### src/rtl/dp_alu_pkg.sv
package dp_alu_pkg;

    typedef enum logic [3:0] {
        OP_AND = 4'h0,
        OP_EOR = 4'h1,
        OP_SUB = 4'h2,
        OP_RSB = 4'h3,
        OP_ADD = 4'h4,
        OP_ADC = 4'h5,
        OP_SBC = 4'h6,
        OP_RSC = 4'h7,
        OP_TST = 4'h8,
        OP_TEQ = 4'h9,
        OP_CMP = 4'hA,
        OP_CMN = 4'hB,
        OP_ORR = 4'hC,
        OP_MOV = 4'hD,
        OP_BIC = 4'hE,
        OP_MVN = 4'hF
    } alu_op_e;

    typedef struct packed {
        logic n;
        logic z;
        logic c;
        logic v;
    } alu_flags_t;

    function automatic logic op_is_compare(input alu_op_e op);
        return (op == OP_TST) || (op == OP_TEQ) || (op == OP_CMP) || (op == OP_CMN);
    endfunction

    function automatic logic op_is_arith(input alu_op_e op);
        return (op == OP_SUB) || (op == OP_RSB) || (op == OP_ADD) || (op == OP_ADC) ||
               (op == OP_SBC) || (op == OP_RSC) || (op == OP_CMP) || (op == OP_CMN);
    endfunction

endpackage

### src/rtl/dp_alu_addsub.sv
module dp_alu_addsub
    import dp_alu_pkg::*;
#(
    parameter int WIDTH = 32
) (
    input  alu_op_e          op_i,
    input  logic [WIDTH-1:0] a_i,
    input  logic [WIDTH-1:0] b_i,
    input  logic             carry_i,
    output logic [WIDTH-1:0] sum_o,
    output logic             carry_o,
    output logic             ovf_o
);
    localparam int MSB = WIDTH - 1;

    logic [WIDTH-1:0] x_d;
    logic [WIDTH-1:0] y_d;
    logic             cin_d;
    logic [WIDTH:0]   wide_d;

    // Every variant is x + y + cin on one adder; subtraction inverts the
    // subtrahend, reverse forms swap which operand is inverted.
    always_comb begin
        x_d   = a_i;
        y_d   = b_i;
        cin_d = 1'b0;
        unique case (op_i)
            OP_SUB, OP_CMP: begin x_d = a_i; y_d = ~b_i; cin_d = 1'b1;    end
            OP_RSB:         begin x_d = b_i; y_d = ~a_i; cin_d = 1'b1;    end
            OP_ADD, OP_CMN: begin x_d = a_i; y_d = b_i;  cin_d = 1'b0;    end
            OP_ADC:         begin x_d = a_i; y_d = b_i;  cin_d = carry_i; end
            OP_SBC:         begin x_d = a_i; y_d = ~b_i; cin_d = carry_i; end
            OP_RSC:         begin x_d = b_i; y_d = ~a_i; cin_d = carry_i; end
            default:        begin x_d = a_i; y_d = b_i;  cin_d = 1'b0;    end
        endcase
    end

    assign wide_d  = {1'b0, x_d} + {1'b0, y_d} + {{WIDTH{1'b0}}, cin_d};
    assign sum_o   = wide_d[MSB:0];
    assign carry_o = wide_d[WIDTH];
    assign ovf_o   = (x_d[MSB] == y_d[MSB]) && (wide_d[MSB] != x_d[MSB]);

endmodule

### src/rtl/dp_alu_logic.sv
module dp_alu_logic
    import dp_alu_pkg::*;
#(
    parameter int WIDTH = 32
) (
    input  alu_op_e          op_i,
    input  logic [WIDTH-1:0] a_i,
    input  logic [WIDTH-1:0] b_i,
    output logic [WIDTH-1:0] res_o
);
    for (genvar i = 0; i < WIDTH; i++) begin : g_bit
        always_comb begin
            unique case (op_i)
                OP_AND, OP_TST: res_o[i] = a_i[i] & b_i[i];
                OP_EOR, OP_TEQ: res_o[i] = a_i[i] ^ b_i[i];
                OP_ORR:         res_o[i] = a_i[i] | b_i[i];
                OP_BIC:         res_o[i] = a_i[i] & ~b_i[i];
                OP_MOV:         res_o[i] = b_i[i];
                OP_MVN:         res_o[i] = ~b_i[i];
                default:        res_o[i] = 1'b0;
            endcase
        end
    end

endmodule

### src/rtl/dp_alu.sv
module dp_alu
    import dp_alu_pkg::*;
#(
    parameter int WIDTH = 32
) (
    input  logic             clk,
    input  logic             rst_n,
    input  logic [3:0]       op_i,
    input  logic [WIDTH-1:0] a_i,
    input  logic [WIDTH-1:0] b_i,
    input  logic             set_flags_i,
    output logic [WIDTH-1:0] result_o,
    output logic             result_we_o,
    output logic [3:0]       flags_nxt_o,
    output logic [3:0]       flags_o
);
    localparam int MSB = WIDTH - 1;

    typedef struct packed {
        alu_flags_t flags;
    } state_t;

    alu_op_e          op;
    state_t           state_d;
    state_t           state_q;
    logic [WIDTH-1:0] arith_sum;
    logic             arith_cout;
    logic             arith_ovf;
    logic [WIDTH-1:0] logic_res;
    logic [WIDTH-1:0] value_d;
    logic             is_cmp_d;
    logic             is_arith_d;
    logic             update_d;

    assign op = alu_op_e'(op_i);

    dp_alu_addsub #(.WIDTH(WIDTH)) u_addsub (
        .op_i    (op),
        .a_i     (a_i),
        .b_i     (b_i),
        .carry_i (state_q.flags.c),
        .sum_o   (arith_sum),
        .carry_o (arith_cout),
        .ovf_o   (arith_ovf)
    );

    dp_alu_logic #(.WIDTH(WIDTH)) u_logic (
        .op_i  (op),
        .a_i   (a_i),
        .b_i   (b_i),
        .res_o (logic_res)
    );

    always_comb begin
        is_cmp_d   = op_is_compare(op);
        is_arith_d = op_is_arith(op);
        update_d   = is_cmp_d || set_flags_i;
        value_d    = is_arith_d ? arith_sum : logic_res;
        state_d    = state_q;
        if (update_d) begin
            state_d.flags.n = value_d[MSB];
            state_d.flags.z = (value_d == '0);
            if (is_arith_d) begin
                state_d.flags.c = arith_cout;
                state_d.flags.v = arith_ovf;
            end
        end
    end

    always_ff @(posedge clk or negedge rst_n) begin
        if (!rst_n) begin
            state_q <= '0;
        end else begin
            state_q <= state_d;
        end
    end

    assign result_o    = value_d;
    assign result_we_o = !is_cmp_d;
    assign flags_nxt_o = state_d.flags;
    assign flags_o     = state_q.flags;

    a_r6_cmp_no_write: assert property (@(posedge clk) disable iff (!rst_n)
        ((op == OP_TST) || (op == OP_TEQ) || (op == OP_CMP) || (op == OP_CMN)) |-> !result_we_o);

    a_r6_cmp_loads_flags: assert property (@(posedge clk) disable iff (!rst_n)
        ((op == OP_TST) || (op == OP_TEQ) || (op == OP_CMP) || (op == OP_CMN))
        |=> (flags_o == $past(flags_nxt_o)));

    a_r7_hold_without_set: assert property (@(posedge clk) disable iff (!rst_n)
        (!set_flags_i && op_i[3:2] != 2'b10) |=> $stable(flags_o));

    a_r8_n_z_exclusive: assert property (@(posedge clk) disable iff (!rst_n)
        !(flags_nxt_o[3] && flags_nxt_o[2] && flags_nxt_o != flags_o));

    a_r9_sub_no_borrow: assert property (@(posedge clk) disable iff (!rst_n)
        ((op == OP_SUB && set_flags_i) || op == OP_CMP) |-> (flags_nxt_o[1] == (a_i >= b_i)));

    a_r10_logic_keeps_cv: assert property (@(posedge clk) disable iff (!rst_n)
        ((op == OP_AND) || (op == OP_EOR) || (op == OP_ORR) || (op == OP_BIC) ||
         (op == OP_MOV) || (op == OP_MVN) || (op == OP_TST) || (op == OP_TEQ))
        |-> (flags_nxt_o[1:0] == flags_o[1:0]));

endmodule

### config.mk
export PLATFORM = sky130hd
export DESIGN_NAME = dp_alu
export DESIGN_NICKNAME = d
export VERILOG_FILES = /design/src/rtl/dp_alu_pkg.sv /design/src/rtl/dp_alu_addsub.sv /design/src/rtl/dp_alu_logic.sv /design/src/rtl/dp_alu.sv
export SDC_FILE = /design/constraint.sdc
export NUM_CORES = 1
export LEC_CHECK = 0
export ABC_AREA = 0
export BUFFER_PORTS_ARGS = -buffer_cell sky130_fd_sc_hd__buf_2
export CELL_PAD_IN_SITES_DETAIL_PLACEMENT = 0
export CELL_PAD_IN_SITES_GLOBAL_PLACEMENT = 1
export CORE_ASPECT_RATIO = 1.5
export CORE_MARGIN = 10
export CORE_UTILIZATION = 30
export CTS_CLUSTER_DIAMETER = 40
export DETAILED_ROUTE_END_ITERATION = 16
export HOLD_SLACK_MARGIN = 0.12
export PLACE_DENSITY = 0.75
export SYNTH_ARGS = -nofsm -noshare
export SYNTH_HDL_FRONTEND = slang
export SYNTH_HIERARCHICAL = 1
export SYNTH_SLANG_ARGS = --single-unit
### constraint.sdc
create_clock -name clk -period 12.34 [get_ports clk]
set_input_delay 0.617 -clock clk [delete_from_list [all_inputs] [get_ports clk]]
set_output_delay 0.617 -clock clk [all_outputs]
set_load 0.01 [all_outputs]
Word-level counts from Yosys, hierarchy flattened --
Index checks and enable logic that the tools add are counted. W data, S select, Z words.
Word-level totals: register bits 4, bits in latches 0, RAM bits 0, memory bits (read-only) 0, input bits 71, output and inout port bits 41, word-level logic and storage cells 244, memories kept 0
Cells by class: add/sub/neg operators 2, $mul 0, div/mod/pow operators 0, magnitude comparators 0, eq/ne operators 17, shift-type cells 0, mux-type cells 38, bitwise logic cells 162, reductions and logical operators 21
Operators by type and width (count):
- $pmux W1 S6 | 32
- $and A1 B1 Y1 | 64
- $mux W32 | 2
- $not A32 Y32 | 2
- $pmux W32 S2 | 1
- $add A32 B32 Y33 | 1
- $add A33 B1 Y33 | 1
- $eq A4 B4 Y1 const B | 8
- $logic_not A32 Y1 | 1
- $not A1 Y1 | 32
- $or A1 B1 Y1 | 32
- $xor A1 B1 Y1 | 32
- $eq A4 B3 Y1 const B | 4
- $logic_or A1 B1 Y1 | 11
- $reduce_or A3 Y1 | 3
- $eq A4 B2 Y1 const B | 2
- $reduce_or A2 Y1 | 3
- $eq A4 B1 Y1 const B | 1
- $logic_not A4 Y1 | 1
- $mux W4 | 1
- $mux W2 | 1
- $pmux W1 S2 | 1
- $eq A1 B1 Y1 | 1
- $logic_and A1 B1 Y1 | 1
- 2 further kinds | 2

Depth between registers and ports, before layout --
Gate-level depths: netlist (run 1).
depth in word-level cells 11, gate-level depth with buffers 20, mapped depth without buffers 18

Cells and area by module --
The synthesis (run 1) kept the hierarchy.
By module, submodules not included:
- dp_alu_addsub | times used 1, cells an instance 421, area an instance 2894.0 um2, sequential area each 0.0 um2
- dp_alu_logic | times used 1, cells an instance 358, area an instance 2467.4 um2, sequential area each 0.0 um2
- dp_alu | times used 1, cells an instance 144, area an instance 734.5 um2, sequential area each 100.1 um2

Worst setup path before layout (run 1) --
Ideal clock, no wire load.
kind input-to-output, start point in op_i[0], end point out flags_nxt_o[2], arrival 4.541 ns, data required time 11.723 ns, slack 7.182 ns, stages on the path 19, buffers on the path 2, path through nor2b_1 nand2_1 clkbuf_1 buf_1 o22ai_1 a31oi_1 fa_1 inv_1 fa_1 a21o_1 a221oi_2 o31ai_4 o21a_1 nor2_1 xnor2_1 or4_4 nor4_2 a21oi_1 o21ai_1
Between the ends: elaborated cells between the ends (all ways) 73, those cells by class add/sub: 2; eq/ne: 15; mux: 37; reduce/logical: 19
RTL lines:
- start: declaration | line dp_alu.sv:8 | input logic [3:0] op_i,
- $eq A4 B2 Y1 (tied with other cells) | line dp_alu_addsub.sv:27 | unique case (op_i)
- $reduce_or A3 Y1 (no line) / $reduce_or A2 Y1 (equally long branches)
- $pmux W32 S2 / $mux W32 (equally long branches) | line dp_alu_addsub.sv:27
- $add A32 B32 Y33 | line dp_alu_addsub.sv:38 | assign wide_d = {1'b0, x_d} + {1'b0, y_d} + {{WIDTH{1'b0}}, cin_d};
- $add A33 B1 Y33 (*) | line dp_alu_addsub.sv:38
- via arith_sum[12] | line dp_alu.sv:26 | logic [WIDTH-1:0] arith_sum;
- $mux W32 (*) | line dp_alu.sv:58 | value_d = is_arith_d ? arith_sum : logic_res;
- $logic_not A32 Y1 (*) | line dp_alu.sv:62 | state_d.flags.z = (value_d == '0);
- $mux W4 (*) | line dp_alu.sv:60 | if (update_d) begin
- end: declaration | line dp_alu.sv:14 | output logic [3:0] flags_nxt_o,
Mark *: on every way through the listed nets, which the timed path passes. The rest lies on a longest branch.

Worst setup path in the final report (run 1) --
start point in op_i[3], end point out flags_nxt_o[2]
The elaborated chain is that of the path after synthesis.

==> qor.txt, run 1 <==
=========================================================================================
Critical path startpoint category ..........................................    input pin
Top-level I/O count ........................................................          112
Clock sink total ...........................................................            4
VDD IR-drop max ............................................................    0.1064 mV
Final Net Count ............................................................         1117
Clock transition at path regs ..............................................      0.03 ns
Unrepaired setup endpoints after global routing ............................        false
Area Overhead vs Synth .....................................................       10.96%
Number of max-slew violations in the final report ..........................            0
Detailed-route vias per instance ...........................................        5.727
Arrival time worst endpoint ................................................      6.23 ns
Power per cell area ........................................................ 73.86 mW/mm²
Area inside the core boundary ..............................................  0.01986 mm²
Top post-synthesis cells by count .......................................... 167 x nand2_1, 89 x o21ai_0, 73 x inv_1, 63 x ha_1, 51 x nand2b_1
Max_slew headroom ..........................................................       16.92%
Insertion delay of the later-clocked pin in the worst-skew pair ............      0.23 ns
Post-CTS Resized ...........................................................            0
Final Hold Violating Endpoints .............................................            0
CTS Hold Bufs ..............................................................            0
Proportion of synthesized chip area in sequential cells ....................       1.642%
Post-DP HPWL ...............................................................     18.69 mm
Primary flip-flop cell chosen by synthesis mapping .........................      dfrtp_1
Initial DRT Pass Iterations ................................................            5
Data required time of the worst path .......................................     11.72 ns
Synthesized cell area ...................................................... 0.006096 mm²
Summed area of non-filler cells in the final layout ........................ 0.006764 mm²
Count of unresolved DRC violations after routing ...........................            0
Launching point of the worst reg2reg path .................................. flags_o[1]$_DFF_PN0_
Crit-path max FO ...........................................................           66
Count of endpoints failing setup in the final report .......................            0
Fraction of the core area covered by cells at the end of the flow ..........       34.05%
Wire length of the first global-routing pass ...............................     37.52 mm
Largest net degree at the start of global routing ..........................          100
Logic depth of the worst register-to-register path .........................           17
Library cell with the largest summed area after synthesis ..................         ha_1
Type of destination of the critical path ...................................   output pin
Global route total overflow ................................................            0
Kind of critical path ...................................................... input pin to output pin
Flip-flop and latch count after synthesis ..................................            4
GR Util All Layers .........................................................       17.03%
Number of inserted diodes ..................................................            0
Worst reg2reg endpoint ..................................................... flags_o[2]$_DFF_PN0_
Clock Tree Root ............................................................    clkbuf_16
Most frequent cell after synthesis .........................................      nand2_1
Antenna violations before repair ...........................................            0
Number of maximum-capacitance constraint violations ........................            0
Gate Count Post-Synth ......................................................          923
Number of core rows ........................................................           63
Net Count, Synth ...........................................................         1059
Count of synthesis-stage warnings from yosys ...............................            6
CTS tree ...................................................................          yes
Largest cells by area after synthesis ...................................... ha_1 13%, nand2_1 10%, o21ai_0 7.3%
LEAKAGE ....................................................................     3.103 nW
Placer Congestion ..........................................................       0.9432
Setup TNS ..................................................................         0 ns
Fin crit period ............................................................     6.848 ns
CTS buffer count ...........................................................            3
Result of the run .......................................................... finished, final reports clean
Die X-Extent ...............................................................     136.4 µm
Count of buffers added by post-CTS timing repair for setup .................            0
Fmax .......................................................................    146.0 MHz
Fraction of final layout cells with drive strength greater than 1 ..........       17.88%
Transition time at the pin with the least slew margin ......................     1.243 ns
Number of nets with antenna violations after routing .......................            0
Largest register FFs .......................................................            4
Proportion of register bits with asynchronous set or reset after synthesis .       100.0%
Crit share post-route ......................................................       55.50%
Number of unique standard cell types used by synthesis .....................           71
Via count of the first global-routing pass .................................         7021
Number of port buffers .....................................................          111
Post-DP Area ............................................................... 0.006689 mm²
Count of vias placed by the detailed router ................................         7096
Worst-case register-to-register setup slack ................................      8.16 ns
Worst-case clock skew ......................................................  0.001982 ns
Post-detailed-route wirelength per cell ....................................     19.23 µm
Starting Density ...........................................................       30.69%
Clock buffer depth .........................................................            2
Number of fill cells .......................................................         2241
Die Outline Area ...........................................................  0.02654 mm²
Vert. Die Dim ..............................................................     194.6 µm
Mean Syn Cell Area .........................................................    6.604 µm²
Hold Path Class ............................................................ input pin to async pin
Number of enable flip-flop cells after synthesis ...........................            0
H-tree lvl count ...........................................................            1
Fraction of synthesized cell area taken by the top area cell type ..........       12.93%
Number of DRC markers after the initial detailed-route iteration ...........          497
Final WL ...................................................................     23.82 mm
=========================================================================================
worst max-delay path by stage:
stage | cells past startpoint | slack (ns) | endpoint | start
after floorplan | 19 | 7.18 | flags_nxt_o[2] | op_i[0]
after global placement | 21 | 5.70 | flags_nxt_o[2] | op_i[3]
after detailed placement | 21 | 5.55 | flags_nxt_o[2] | op_i[3]
after CTS | 21 | 5.55 | flags_nxt_o[2] | op_i[3]
after global routing | 21 | 4.98 | flags_nxt_o[2] | op_i[3]
final | 21 | 5.49 | flags_nxt_o[2] | op_i[3]
cells by family after synthesis:
logic type | Yosys count | synth area share (%)
fa+ha+maj | 65 | 13.59
simple gates | 372 | 31.92
compound gates | 264 | 29.37
mux | 52 | 9.257
buf+inv | 139 | 10.34
flops | 4 | 1.642
xor+xnor | 27 | 3.879
metrics by stage:
step	hold WS [ns]	worst slack (ns)	std cells	power, W
after floorplan	0.3214	7.182	923	0.0003062
after global placement	0.4297	5.697	1236	0.0004420
after detailed placement	0.4363	5.551	1236	0.0004421
after CTS	0.1992	5.549	1239	0.0004964
after global routing	0.1978	4.976	1239	0.0005452
final	0.1962	5.492	1239	0.0004996
power breakdown:
part            total, W  switching (W)  internal [W]
logic           0.000429       0.000270      0.000159
registers      0.0000195     0.00000339     0.0000161
clock network  0.0000512     0.00000970     0.0000415
total           0.000500       0.000283      0.000217
critical path, stage by stage:
cell	delay, ns
buf_2	0.42
nor2b_1	0.14
nand2_2	0.09
buf_4	0.56
nand2_1	0.93
nand2_1	0.26
o21ai_0	0.11
o21ai_0	0.13
ha_1	0.33
and3_1	0.23
a221oi_2	0.43
o31ai_4	0.18
a41oi_1	0.32
o21ai_1	0.11
xor2_1	0.18
nor4_1	0.37
nand2_1	0.11
nor4_2	0.15
a21oi_1	0.16
o21ai_1	0.22
buf_2	0.17
cell type report:
class                      instances  area [µm²]  share of cell area [%]
clock buffer                       3       75.07                   1.110
inverter                          73       274.0                   4.051
multi-input combinational        780        5374                   79.45
sequential                         4       100.1                   1.480
tap                              260       325.3                   4.809
timing repair buffer             119       615.6                   9.101
placed cells by master (no fill, tap or decap), types with 4 or more instances in the layout:
cell	n
a21oi_1	29
o21bai_1	5
o221ai_1	16
and2_1	16
or3b_1	10
o21ai_0	89
ha_1	63
nand4b_1	16
nor4_1	15
nand3_1	8
a32oi_1	18
o2111ai_1	15
a211o_1	15
o211ai_1	6
nand4_1	12
mux2_2	34
buf_2	111
and3_1	4
or3b_2	5
dfrtp_1	4
nor2b_1	8
o21ai_1	10
nor2_1	33
a211oi_1	8
nand2_1	166
nand2b_1	51
mux2i_1	17
inv_1	73
xor2_1	12
o21a_1	6
nor3_1	6
xnor2_1	15
a21o_1	18
buf_4	8
metal layers:
layer | GRT usage, % | share of wire, %
met5 | 0 | 0
met4 | 4.536 | 2.7
met3 | 2.839 | 7.0
met2 | 30.96 | 50
met1 | 19.75 | 41
Power figures use the tool's default switching activity.
==> run 2: changes to the inputs <==
--- a/config.mk
+++ b/config.mk
@@ -5,7 +5,7 @@
 export SDC_FILE = /design/constraint.sdc
 export NUM_CORES = 1
 export LEC_CHECK = 0
-export ABC_AREA = 0
+export ABC_AREA = 1
 export BUFFER_PORTS_ARGS = -buffer_cell sky130_fd_sc_hd__buf_2
 export CELL_PAD_IN_SITES_DETAIL_PLACEMENT = 0
 export CELL_PAD_IN_SITES_GLOBAL_PLACEMENT = 1
@@ -15,7 +15,7 @@
 export CTS_CLUSTER_DIAMETER = 40
 export DETAILED_ROUTE_END_ITERATION = 16
 export HOLD_SLACK_MARGIN = 0.12
-export PLACE_DENSITY = 0.75
+export PLACE_DENSITY = 0.81
 export SYNTH_ARGS = -nofsm -noshare
 export SYNTH_HDL_FRONTEND = slang
 export SYNTH_HIERARCHICAL = 1
==> constraint.sdc (replaced) <==
create_clock -name clk -period 5.6 [get_ports clk]
set_input_delay 0.28 -clock clk [delete_from_list [all_inputs] [get_ports clk]]
set_output_delay 0.28 -clock clk [all_outputs]
set_load 0.01 [all_outputs]
==> qor.txt, run 2 <==
=========================================================================================
Power per cell area ........................................................ 149.4 mW/mm²
Die X-Extent ...............................................................     142.4 µm
Number of core rows ........................................................           67
Logic depth of the worst register-to-register path .........................           20
Largest net degree at the start of global routing ..........................           65
Clock sink total ...........................................................            4
Final Net Count ............................................................         1575
Number of unique standard cell types used by synthesis .....................           36
Max_slew headroom ..........................................................       29.11%
Net Count, Synth ...........................................................         1506
First element of the critical path .........................................      op_i[2]
Area Overhead vs Synth .....................................................       12.35%
Setup TNS ..................................................................         0 ns
Post-detailed-route wirelength per cell ....................................     16.19 µm
Proportion of synthesized chip area in sequential cells ....................       1.484%
H-tree lvl count ...........................................................            1
Top-level I/O count ........................................................          112
Crit share post-route ......................................................       85.39%
VDD IR-drop max ............................................................   0.08742 mV
Initial DRT Pass Iterations ................................................            5
Top post-synthesis cells by count .......................................... 575 x nand2_1, 206 x inv_1, 101 x a21oi_1, 96 x nand3_1, 68 x nor2_1
Placer Congestion ..........................................................       0.9705
Worst-case clock skew ......................................................  0.002879 ns
Final Hold Violating Endpoints .............................................            0
Worst reg2reg endpoint ..................................................... flags_o[2]$_DFF_PN0_
Count of unresolved DRC violations after routing ...........................            0
Arrival time worst endpoint ................................................      4.50 ns
Final WL ...................................................................     27.76 mm
Most frequent cell after synthesis .........................................      nand2_1
CTS tree ...................................................................          yes
Fraction of the core area covered by cells at the end of the flow ..........       34.11%
Launching point of the worst reg2reg path .................................. flags_o[1]$_DFF_PN0_
Clock transition at path regs ..............................................      0.03 ns
Number of DRC markers after the initial detailed-route iteration ...........          784
Proportion of register bits with asynchronous set or reset after synthesis .       100.0%
Number of port buffers .....................................................          111
Number of nets with antenna violations after routing .......................            0
Count of vias placed by the detailed router ................................         8845
Crit-path max FO ...........................................................           25
Result of the run .......................................................... finished, final reports clean
Fmax .......................................................................    209.1 MHz
Worst-case register-to-register setup slack ................................      1.98 ns
Post-DP HPWL ...............................................................     21.61 mm
Hold Path Class ............................................................ input pin to async pin
Antenna violations before repair ...........................................            1
Count of synthesis-stage warnings from yosys ...............................            6
Gate Count Post-Synth ......................................................         1370
Number of max-slew violations in the final report ..........................            0
Starting Density ...........................................................       30.36%
Leading cell type in the layout, fill and taps excluded ....................      nand2_1
CTS buffer count ...........................................................            3
Primary flip-flop cell chosen by synthesis mapping .........................      dfrtp_1
Largest register FFs .......................................................            4
GR Util All Layers .........................................................       17.97%
Clock buffer depth .........................................................            2
Die Outline Area ...........................................................  0.02901 mm²
Unrepaired setup endpoints after global routing ............................        false
Transition time at the pin with the least slew margin ......................     1.061 ns
Type of destination of the critical path ...................................   output pin
Fraction of final layout cells with drive strength greater than 1 ..........       12.80%
Data required time of the worst path .......................................      5.32 ns
Area inside the core boundary ..............................................  0.02222 mm²
Kind of critical path ...................................................... input pin to output pin
Insertion delay of the later-clocked pin in the worst-skew pair ............      0.23 ns
Vert. Die Dim ..............................................................     203.6 µm
Via count of the first global-routing pass .................................         8445
Wire length of the first global-routing pass ...............................     43.46 mm
Fraction of synthesized cell area taken by the top area cell type ..........       32.00%
Fin crit period ............................................................     4.782 ns
Critical path startpoint category ..........................................    input pin
Flip-flop and latch count after synthesis ..................................            4
Number of maximum-capacitance constraint violations ........................            0
Library cell with the largest summed area after synthesis ..................      nand2_1
Largest cells by area after synthesis ...................................... nand2_1 32%, ha_1 12%, inv_1 11%
Detailed-route vias per instance ...........................................        5.160
Most frequent cells in the layout .......................................... 574 x nand2_1, 205 x inv_1, 111 x buf_2
Clock Tree Root ............................................................    clkbuf_16
Count of endpoints failing setup in the final report .......................            0
Global route total overflow ................................................            0
Mean Syn Cell Area .........................................................    4.924 µm²
Number of enable flip-flop cells after synthesis ...........................            0
LEAKAGE ....................................................................     4.721 nW
Synthesized cell area ...................................................... 0.006745 mm²
=========================================================================================
==> run 2: what timing repair did <==
action / in CTS / in global routing
hold buffers: 1 / 0
buffers inserted: 0 / 0
endpoints found under the hold margin: 4 / 0
gates resized for setup: 0 / 0
==> run 2: worst max path at each step <==
| stage | to | cells past startpoint |
|---|---|---|
| 2_1_floorplan | flags_nxt_o[2] | 28 |
| 4_1_cts | flags_nxt_o[2] | 24 |
| 3_5_place_dp | flags_nxt_o[2] | 24 |
| 6_report | flags_nxt_o[2] | 24 |
| 5_1_grt | flags_nxt_o[2] | 23 |
| 3_3_place_gp | flags_nxt_o[2] | 24 |
==> run 2: through the flow <==
stage | hold WS [ns] | total power (W) | instances | cell area [µm²] | setup slack (ns)
global placement | 0.08503 | 0.001007 | 1709 | 7491 | 0.9364
floorplan | -0.01559 | 0.0006965 | 1370 | 6745 | 2.352
CTS | 0.3910 | 0.001128 | 1713 | 7576 | 0.9184
global route | 0.4137 | 0.001250 | 1714 | 7579 | 0.5865
finish | 0.4088 | 0.001132 | 1714 | 7579 | 0.8184
detailed placement | 0.08608 | 0.001008 | 1709 | 7491 | 0.9351
==> run 2: cells by family after synthesis <==
kind of cell               Yosys count  share of synthesized area [%]
xor gates and xnor gates            17                          2.207
adders and majority gates           65                          12.28
and+or+nand+nor                    816                          50.34
DFF                                  4                          1.484
muxes                                3                         0.4823
buffers and inverters              270                          15.90
AOI/OAI and AO/OA                  195                          17.31
==> run 2: final cells by class <==
class	instances	area (µm²)
repair buffers	125	688.2
diodes	1	2.502
flip-flops and latches	4	100.1
clock buffers	3	75.07
multi-input cells	1096	5583
inverters	209	784.5
well taps	276	345.3
fillers	2560	14640
==> run 2: where the power goes <==
group / internal (W) / leakage, nW / switching (W)
registers: 0.0000352 / 0.0508 / 0.00000364
logic: 0.000338 / 4.63 / 0.000642
clock network: 0.0000914 / 0.0370 / 0.0000215
total: 0.000465 / 4.72 / 0.000667
==> run 2: routing by layer <==
metal | share of wire, % | global-route usage [%] | vias up
met4 | 3.7 | 7.355 | 0
met3 | 4.5 | 1.024 | 57
met2 | 52 | 34.09 | 280
li1 | - | - | 4523
met5 | 0 | 0 | -
met1 | 40 | 20.01 | 3985
==> run 2: worst max-delay path: stages <==
cell and delay, ns:
buf_2 0.17, nand2_1 0.11, nand3_2 0.44, o22ai_1 0.38, a31oi_1 0.09, fa_1 0.47
inv_1 0.17, fa_1 0.29, nand3_1 0.11, nand2_2 0.14, nand3_1 0.08, nand2_1 0.13
nand2_1 0.06, nand2_1 0.13, xor2_1 0.08, nand3b_1 0.18, nand2_1 0.15, nand2_1 0.06
nor2_1 0.26, nand2_1 0.10, nor2_1 0.22, nand3_1 0.13, nand2_1 0.13, buf_2 0.15
==> run 3: changes to the inputs <==
--- a/config.mk
+++ b/config.mk
@@ -16,6 +16,7 @@
 export DETAILED_ROUTE_END_ITERATION = 16
 export HOLD_SLACK_MARGIN = 0.12
 export PLACE_DENSITY = 0.81
+export RECOVER_POWER = 25
 export SYNTH_ARGS = -nofsm -noshare
 export SYNTH_HDL_FRONTEND = slang
 export SYNTH_HIERARCHICAL = 1
==> qor.txt, run 3 (synthesis results as in run 2) <==
================================================================================
Result of the run ................................................. finished, final reports clean
Leading cell type in the layout, fill and taps excluded ...........      nand2_1
Type of destination of the critical path ..........................   output pin
Detailed-route vias per instance ..................................        5.155
Worst-case register-to-register setup slack .......................      1.97 ns
Setup slack of the critical path after layout .....................    0.7324 ns
Initial DRT Pass Iterations .......................................            5
Setup TNS .........................................................         0 ns
CTS buffer count ..................................................            3
Final WL ..........................................................     27.75 mm
Transition time at the pin with the least slew margin .............     1.060 ns
Die Outline Area ..................................................  0.02901 mm²
Top-level I/O count ...............................................          112
Kind of critical path ............................................. input pin to output pin
Crit-path max FO ..................................................           25
Max_slew headroom .................................................       29.19%
Number of DRC markers after the initial detailed-route iteration ..          754
Fmax ..............................................................    205.4 MHz
Placer Congestion .................................................       0.9705
Setup slack after placement .......................................    0.9351 ns
Insertion delay of the later-clocked pin in the worst-skew pair ...      0.23 ns
Launching point of the worst reg2reg path ......................... flags_o[1]$_DFF_PN0_
Via count of the first global-routing pass ........................         8445
Post-DP HPWL ......................................................     21.61 mm
Number of port buffers ............................................          111
Worst-case clock skew .............................................  0.003344 ns
Number of maximum-capacitance constraint violations ...............            0
Starting Density ..................................................       30.36%
Fraction of final layout cells with drive strength greater than 1 .       12.32%
Count of endpoints failing setup in the final report ..............            0
Largest net degree at the start of global routing .................           65
Critical path startpoint category .................................    input pin
Antenna violations before repair ..................................            1
Largest register FFs ..............................................            4
Count of unresolved DRC violations after routing ..................            0
Worst reg2reg endpoint ............................................ flags_o[2]$_DFF_PN0_
Fin crit period ...................................................     4.868 ns
LEAKAGE ...........................................................     4.698 nW
Post-detailed-route wirelength per cell ...........................     16.19 µm
Crit share post-route .............................................       86.92%
GR Util All Layers ................................................       17.97%
Number of max-slew violations in the final report .................            0
End of the worst hold path ........................................ flags_o[2]$_DFF_PN0_
Clock Tree Root ...................................................    clkbuf_16
Vert. Die Dim .....................................................     203.6 µm
Worst hold slack ..................................................    0.4093 ns
Hold Path Stages ..................................................            4
Global route total overflow .......................................            0
Final Hold Violating Endpoints ....................................            0
CTS tree ..........................................................          yes
Count of vias placed by the detailed router .......................         8836
Hold Path Class ................................................... input pin to register
Logic depth of the worst register-to-register path ................           20
Power per cell area ............................................... 149.3 mW/mm²
Hold path start ...................................................  set_flags_i
Number of core rows ...............................................           67
Most frequent cells in the layout ................................. 574 x nand2_1, 205 x inv_1, 104 x buf_2
Die X-Extent ......................................................     142.4 µm
Arrival time worst endpoint .......................................      4.59 ns
VDD IR-drop max ...................................................   0.08734 mV
Clock transition at path regs .....................................      0.03 ns
Clock sink total ..................................................            4
Number of nets with antenna violations after routing ..............            0
Clock buffer depth ................................................            2
Fraction of the core area covered by cells at the end of the flow .       34.07%
Unrepaired setup endpoints after global routing ...................        false
H-tree lvl count ..................................................            1
Final Net Count ...................................................         1575
Area inside the core boundary .....................................  0.02222 mm²
Data required time of the worst path ..............................      5.32 ns
Wire length of the first global-routing pass ......................     43.46 mm
Area Overhead vs Synth ............................................       12.22%
================================================================================
[run 3: cell types whose count changed in the layout (fill, tap and decap cells not counted), sizes merged]
cell	previous run	this run
buf	124	117
clkbuf	3	10
[run 3: report_power, final]
part,internal [W],leakage (nW),switching [W]
registers,0.0000352,0.0508,0.00000398
clock network,0.0000915,0.0370,0.0000226
logic,0.000336,4.61,0.000641
total,0.000462,4.70,0.000668
[run 3: final cells by class]
cell class	instances	area, µm²
Antenna cell	1	2.502
Sequential cell	4	100.1
Inverter	209	784.5
Clock buffer	3	75.07
Fill cell	2564	14650
Tap cell	276	345.3
Timing Repair Buffer	125	679.4
Multi-Input combinational cell	1096	5583
[run 3: how the worst max path moves through the flow]
stage,from,end
after detailed placement,op_i[2],flags_nxt_o[2]
after global placement,op_i[2],flags_nxt_o[2]
after CTS,op_i[2],flags_nxt_o[2]
final,op_i[2],flags_nxt_o[2]
after floorplan,op_i[0],flags_nxt_o[2]
after global routing,op_i[2],flags_nxt_o[2]
[run 3: metrics by stage]
| step | cells | instance area, µm² | total power (W) |
|---|---|---|---|
| 6_report | 1714 | 7570 | 0.001130 |
| 3_5_place_dp | 1709 | 7491 | 0.001008 |
| 3_3_place_gp | 1709 | 7491 | 0.001007 |
| 2_1_floorplan | 1370 | 6745 | 0.0006965 |
| 4_1_cts | 1713 | 7576 | 0.001128 |
| 5_1_grt | 1714 | 7570 | 0.001248 |
[run 3: routing by layer]
layer / GRT usage, % / routed length [µm] / vias to the layer above / part of all wire (%)
met5: 0 / 0 / - / 0
met4: 7.355 / 1056 / 0 / 3.8
met3: 1.024 / 1312 / 60 / 4.7
met2: 34.09 / 14440 / 275 / 52
met1: 20.01 / 10940 / 3976 / 39
li1: - / - / 4525 / -
[run 3: critical path, cell delays in order]
cell and delay, ns:
clkbuf_1 0.21, nand2_1 0.16, nand3_2 0.44, o22ai_1 0.35, a31oi_1 0.10, fa_1 0.47, inv_1 0.17, fa_1 0.29
nand3_1 0.11, nand2_2 0.14, nand3_1 0.08, nand2_1 0.13, nand2_1 0.06, nand2_1 0.13, xor2_1 0.08, nand3b_1 0.18
nand2_1 0.14, nand2_1 0.06, nor2_1 0.26, nand2_1 0.10, nor2_1 0.24, nand3_1 0.13, nand2_1 0.13, buf_2 0.15
[run 3: what timing repair did]
| action | in CTS | in global routing |
|---|---|---|
| hold buffers | 1 | 0 |
| hold endpoints to repair | 4 | 0 |
| setup buffers | 0 | 0 |
| gates resized for setup | 0 | 0 |
